### config.mk
export PLATFORM = sky130hd
export DESIGN_NAME = e1_alarm_status
export DESIGN_NICKNAME = d
export VERILOG_FILES = /design/src/rtl/e1_alarm_pkg.sv /design/src/rtl/sim_tick_gen.sv /design/src/rtl/sat_counter.sv /design/src/rtl/status_latch.sv /design/src/rtl/e1_alarm_status.sv
export SDC_FILE = /design/constraint.sdc
export NUM_CORES = 1
export LEC_CHECK = 0
export BUFFER_PORTS_ARGS = -buffer_cell sky130_fd_sc_hd__buf_4
export CAP_MARGIN = 20
export CORE_MARGIN = 5
export CORE_UTILIZATION = 40
export CTS_CLUSTER_DIAMETER = 50
export CTS_CLUSTER_SIZE = 20
export DETAILED_ROUTE_END_ITERATION = 6
export SLEW_MARGIN = 20
export SYNTH_ARGS = -nofsm -noshare
export SYNTH_HDL_FRONTEND = slang
export SYNTH_SLANG_ARGS = --single-unit
export TNS_END_PERCENT = 100
### constraint.sdc
create_clock -name clk -period 8.6 [get_ports clk]
set_input_delay 1.29 -clock clk [delete_from_list [all_inputs] [get_ports clk]]
set_output_delay 1.29 -clock clk [all_outputs]
set_load 0.02 [all_outputs]
### src/rtl/e1_alarm_pkg.sv
package e1_alarm_pkg;
  localparam int NUM_LVL  = 4;  // LOS, AIS, LOF, RAI
  localparam int NUM_SLIP = 2;  // receive slip, transmit slip
  localparam int NUM_STAT = NUM_LVL + NUM_SLIP;
  localparam int NUM_CNT  = 6;  // FE, CV, CRC4, EBIT, block A, block B
  localparam int FIRST_CRC_CNT = 2;
  localparam int ADDR_W   = 3;
  localparam int DATA_W   = 16;

  localparam logic [ADDR_W-1:0] ADDR_STATUS = 3'd0;
  localparam logic [ADDR_W-1:0] ADDR_LIVE   = 3'd1;
  localparam int                ADDR_CNT0   = 2;

  // Counters that only apply in CRC multiframe mode
  function automatic bit needs_crc(input int idx);
    return idx >= FIRST_CRC_CNT;
  endfunction
endpackage

### src/rtl/sim_tick_gen.sv
module sim_tick_gen #(
  parameter int W = 16
) (
  input  logic         clk,
  input  logic         rst,
  input  logic         run,
  input  logic [W-1:0] period,
  output logic         tick
);
  logic [W-1:0] cnt_q;
  logic [W-1:0] lim;

  assign lim  = (period == '0) ? '0 : period - 1'b1;
  assign tick = run && (cnt_q >= lim);

  always_ff @(posedge clk) begin
    if (rst || !run || tick) cnt_q <= '0;
    else                     cnt_q <= cnt_q + 1'b1;
  end

  // with a period above one, a tick is followed by a quiet cycle
  assert_tick_spacing_R3: assert property (@(posedge clk) disable iff (rst)
    (tick && lim != '0) |=> (!tick || lim != $past(lim)));
endmodule

### src/rtl/sat_counter.sv
module sat_counter #(
  parameter int W = 16
) (
  input  logic         clk,
  input  logic         rst,
  input  logic         evt,
  input  logic         clr,
  output logic [W-1:0] q
);
  localparam logic [W-1:0] MAX = '1;

  always_ff @(posedge clk) begin
    if (rst)                  q <= '0;
    else if (clr)             q <= {{(W-1){1'b0}}, evt};
    else if (evt && q != MAX) q <= q + 1'b1;
  end

  assert_no_wrap_R7: assert property (@(posedge clk) disable iff (rst)
    (q == MAX && !clr) |=> q == MAX);
  assert_single_step_R3: assert property (@(posedge clk) disable iff (rst)
    !clr |=> (q == $past(q) || q == $past(q) + 1'b1));
  assert_keep_event_R6: assert property (@(posedge clk) disable iff (rst)
    (clr && evt) |=> q == {{(W-1){1'b0}}, 1'b1});
endmodule

### src/rtl/status_latch.sv
module status_latch #(
  parameter int N = 6
) (
  input  logic         clk,
  input  logic         rst,
  input  logic [N-1:0] set,
  input  logic         clr,
  output logic [N-1:0] st
);
  always_ff @(posedge clk) begin
    if (rst) st <= '0;
    else     st <= (clr ? '0 : st) | set;
  end

  assert_sticky_R2: assert property (@(posedge clk) disable iff (rst)
    !$past(clr) |-> ((st & $past(st)) == $past(st)));
  assert_set_wins_R6: assert property (@(posedge clk) disable iff (rst)
    |set |=> ((st & $past(set)) == $past(set)));
endmodule

### src/rtl/e1_alarm_status.sv
module e1_alarm_status
  import e1_alarm_pkg::*;
#(
  parameter int CNT_W  = 16,
  parameter int TICK_W = 16
) (
  input  logic                clk,
  input  logic                rst,
  input  logic                sim_en,
  input  logic                crc_mf,
  input  logic [TICK_W-1:0]   tick_period,
  input  logic [NUM_LVL-1:0]  line_lvl,
  input  logic [NUM_SLIP-1:0] slip_evt,
  input  logic [NUM_CNT-1:0]  err_evt,
  input  logic [NUM_STAT-1:0] irq_mask,
  input  logic                rd_stb,
  input  logic [ADDR_W-1:0]   rd_addr,
  output logic [DATA_W-1:0]   rd_data,
  output logic                irq
);
  logic                tick;
  logic [NUM_LVL-1:0]  lvl_eff;
  logic [NUM_SLIP-1:0] slip_eff;
  logic [NUM_STAT-1:0] status;
  logic                stat_clr;
  logic [NUM_CNT-1:0]  cnt_evt;
  logic [NUM_CNT-1:0]  cnt_clr;
  logic [CNT_W-1:0]    cnt [NUM_CNT];
  logic [DATA_W-1:0]   rd_mux;

  sim_tick_gen #(.W(TICK_W)) i_tick (
    .clk(clk), .rst(rst), .run(sim_en), .period(tick_period), .tick(tick)
  );

  // Simulation replaces every line source
  assign lvl_eff  = sim_en ? '1 : line_lvl;
  assign slip_eff = sim_en ? '1 : slip_evt;
  assign stat_clr = rd_stb && (rd_addr == ADDR_STATUS);

  status_latch #(.N(NUM_STAT)) i_stat (
    .clk(clk), .rst(rst), .set({slip_eff, lvl_eff}), .clr(stat_clr), .st(status)
  );

  for (genvar i = 0; i < NUM_CNT; i++) begin : g_cnt
    localparam logic [ADDR_W-1:0] MY_ADDR = ADDR_W'(ADDR_CNT0 + i);
    logic mode_ok;
    if (needs_crc(i)) begin : g_crc
      assign mode_ok = crc_mf;
    end else begin : g_any
      assign mode_ok = 1'b1;
    end
    assign cnt_evt[i] = mode_ok && (sim_en ? tick : err_evt[i]);
    assign cnt_clr[i] = rd_stb && (rd_addr == MY_ADDR);

    sat_counter #(.W(CNT_W)) i_ctr (
      .clk(clk), .rst(rst), .evt(cnt_evt[i]), .clr(cnt_clr[i]), .q(cnt[i])
    );

    if (needs_crc(i)) begin : g_chk
      assert_crc_frozen_R4: assert property (@(posedge clk) disable iff (rst)
        (!crc_mf && !cnt_clr[i]) |=> cnt[i] == $past(cnt[i]));
    end
  end

  always_comb begin
    rd_mux = '0;
    if (rd_addr == ADDR_STATUS)      rd_mux = DATA_W'(status);
    else if (rd_addr == ADDR_LIVE)   rd_mux = DATA_W'(lvl_eff);
    else begin
      for (int k = 0; k < NUM_CNT; k++)
        if (rd_addr == ADDR_W'(ADDR_CNT0 + k)) rd_mux = DATA_W'(cnt[k]);
    end
  end

  always_ff @(posedge clk) begin
    if (rst) begin
      rd_data <= '0;
      irq     <= 1'b0;
    end else begin
      if (rd_stb) rd_data <= rd_mux;
      irq <= |(status & ~irq_mask);
    end
  end

  assert_live_forced_R1: assert property (@(posedge clk) disable iff (rst)
    (sim_en && rd_stb && rd_addr == ADDR_LIVE) |=> rd_data[NUM_LVL-1:0] == '1);
  assert_irq_quiet_R8: assert property (@(posedge clk) disable iff (rst)
    ($past(status) == '0) |-> !irq);
endmodule

==> results.json <==
{
  "post-dp-hpwl_um": 17800,
  "syn-cell-area_um2": 8230,
  "synthTopCellsByArea": "dfxtp_1 33%, a21oi_1 5.4%, or4_1 4.7%",
  "die_w_um": 153,
  "ys_ff_latch": 135,
  "clock_skew_ps": 9.85,
  "grt-ovfl-total": 0,
  "cts_resized": 0,
  "finalCritPeriodShare": 0.674,
  "rr_worst_depth": 8,
  "min_from": "i_tick.cnt_q[0]$_SDFF_PP0_",
  "grt_pass1_vias": 7367,
  "cts_root_buf": "clkbuf_16",
  "ios": 59,
  "synthArstFlopShare": 0,
  "clock_sinks": 135,
  "p_comb_frac": 0.083,
  "die-area_um2": 23500,
  "tightestPinTransition_ps": 989,
  "antenna_found_initial": 0,
  "fin_cells": 1327,
  "cts_hold_buf": 0,
  "fillers": 2015,
  "post-cts-setup-buffers": 0,
  "via_count": 8169,
  "whs_path_depth": 1,
  "path_clk_slew_ps": 60,
  "max_slew_margin": 0.336,
  "initial_utilization": 0.407,
  "synth_fp_nets": 1087,
  "synth_edf_count": 0,
  "gp_congestion": 0.876,
  "timing.rr.start": "i_tick.cnt_q[0]$_SDFF_PP0_",
  "power_density_nw_per_um2": 166,
  "status": "finished, final reports clean",
  "drcViolationCount": 0,
  "p_switching_uw": 383,
  "drt_iter0_markers": 728,
  "avgViaCountPerCell": 6.16,
  "rsz0062_at_grt": "false",
  "area_delta_synth_final_pct": 14.9,
  "yosysWarnings": 0,
  "yosysTopAreaCellShare": 0.328,
  "routed_wl_um": 25200,
  "crit_arrival_ps": 6140,
  "drive_gt1_frac": 0.132,
  "p_int_uw": 1190,
  "die_y_um": 153,
  "setup_viol": 0,
  "seq_area_frac_synth": 0.328,
  "detail-route-antenna-nets": 0,
  "irDropWorstVdd_v": 0.000124,
  "cts_tree": "yes",
  "synth.avg_cell_area_um2": 8.07,
  "synth_cells": 1020,
  "row_count": 52,
  "r2r_slack_ps": 5270,
  "final_util": 0.467,
  "h-tree-depth": 4,
  "hold_viol": 0,
  "grt_pass1_wl_um": 39600,
  "dr.pass1.iters": 5,
  "track_usage": 0.208,
  "seq_power_share": 0.408,
  "ys.flop_type": "dfxtp_1",
  "crit_required_ps": 8950,
  "clk_latency_ps": 430,
  "period_needed_ps": 5800,
  "leakage_uw": 0.00342,
  "yosys.area.top_type": "dfxtp_1",
  "crit_path_max_fanout": 22,
  "cts_made_buffers": 17,
  "synthDistinctLibCells": 61,
  "swShare": 0.244,
  "fin_nets": 1112,
  "hold_class": "reg -> reg",
  "wl_per_cell_um": 19.0,
  "portBuffers": 58,
  "grt_max_degree": 49,
  "finalSetupTns_ps": 0,
  "max_freq_mhz": 173,
  "critPathLaunch": "tick_period[9]",
  "num_antenna_cells": 0,
  "p_clk_frac": 0.509,
  "critPathKind": "in -> reg",
  "final_max_slew_viol_count": 0,
  "start_kind": "input pin",
  "cts_buffer_depth": 2,
  "drv_cap": 0,
  "place_inst": 1296,
  "cp-end-kind": "register",
  "core_um2": 20200
}
power groups by stage:
| stage | clock network, uW | logic [uW] | registers (uW) |
|---|---|---|---|
| final | 800 | 131 | 641 |
| after CTS | 815 | 130 | 641 |
| after global routing | 836 | 144 | 642 |
| after detailed placement | 0 | 130 | 655 |
| after floorplan | 0 | 79.7 | 655 |
| after global placement | 0 | 129 | 655 |
cells in the mapped netlist (25+ instances only):
master and number:
a21oi_1 88, nand2_1 82, and3_1 33, o31ai_1 43, ha_1 25, dfxtp_1 135
clkbuf_1 46, nor2_1 86, mux2_2 26, o21ai_0 32, nand3_1 63, or4_1 52
nand4_1 27
kinds of logic after synthesis:
logic type                 synth area share
and+or+nand+nor                       0.295
xor gates and xnor gates             0.0277
AOI/OAI and AO/OA                     0.218
DFF                                   0.328
buffers and inverters                0.0371
adders and majority gates            0.0380
muxes                                0.0557
registers in the layout, indices dropped and copies added, names as in the netlist:
name / cells
g_cnt.i_ctr.q: 96
i_stat.st: 6
i_tick.cnt_q: 16
irq: 1
rd_data: 16
critical path, stage by stage:
cell and delay [ps]:
buf_4 120, or4_1 590, nor4_1 260, nor2b_1 220, nand4b_1 480, and2_1 380
ha_1 270, nand2b_1 140, a2111oi_1 680, o41a_1 470, nand2_1 600, and4_1 460
mux2i_1 170
layout make-up:
type,count,area (um^2),share of cell area
Multi-Input combinational cell,807,5220,0.552
Sequential cell,135,2700,0.286
Timing Repair Buffer,66,495,0.0524
Clock buffer,18,429,0.0454
Tap cell,270,338,0.0357
Clock inverter,13,205,0.0217
Inverter,18,67.6,0.00714
path summary, 6_finish.rpt:
| check | end |
|---|---|
| worst max-delay path | g_cnt[3].i_ctr.q[8]$_SDFFE_PP0P_ |
| worst min register to register | i_tick.cnt_q[0]$_SDFF_PP0_ |
| worst min-delay path | i_tick.cnt_q[0]$_SDFF_PP0_ |
| worst max register to register | g_cnt[3].i_ctr.q[8]$_SDFFE_PP0P_ |
per-layer routing:
metal / track usage / wire length (um) / vias to the layer above
met5: 0 / 0 / -
met4: 0.0866 / 715 / 0
met3: 0.0390 / 1290 / 41
met2: 0.328 / 11700 / 241
met1: 0.279 / 11500 / 3910
li1: - / - / 3977
metrics by stage:
stage | cell area [um^2] | worst slack, ps | power [uW] | hold slack (ps)
after CTS | 9460 | 2870 | 1590 | 469
final | 9460 | 2800 | 1570 | 461
after floorplan | 8230 | 3630 | 735 | 425
after global routing | 9460 | 2460 | 1620 | 485
after detailed placement | 8820 | 2450 | 785 | 457
after global placement | 8820 | 2590 | 784 | 449
placed cells by master, fill, tap and decap left out, types with 10 or more instances in the layout:
master and n:
o31ai_1 43, mux2i_1 12, or4_1 52, ha_1 25
dfxtp_1 135, nand2_1 82, nand4_1 27, or3_1 16
or2_2 10, nor3_1 18, o21ai_0 31, a21oi_1 88
a222oi_1 10, and4_1 18, nor4_1 14, xor2_1 17
nor2_1 86, a22o_1 10, buf_4 66, mux2_2 26
and3_1 33, clkbuf_16 17, nand3_1 63, inv_1 18
Power figures use the tool's default switching activity.
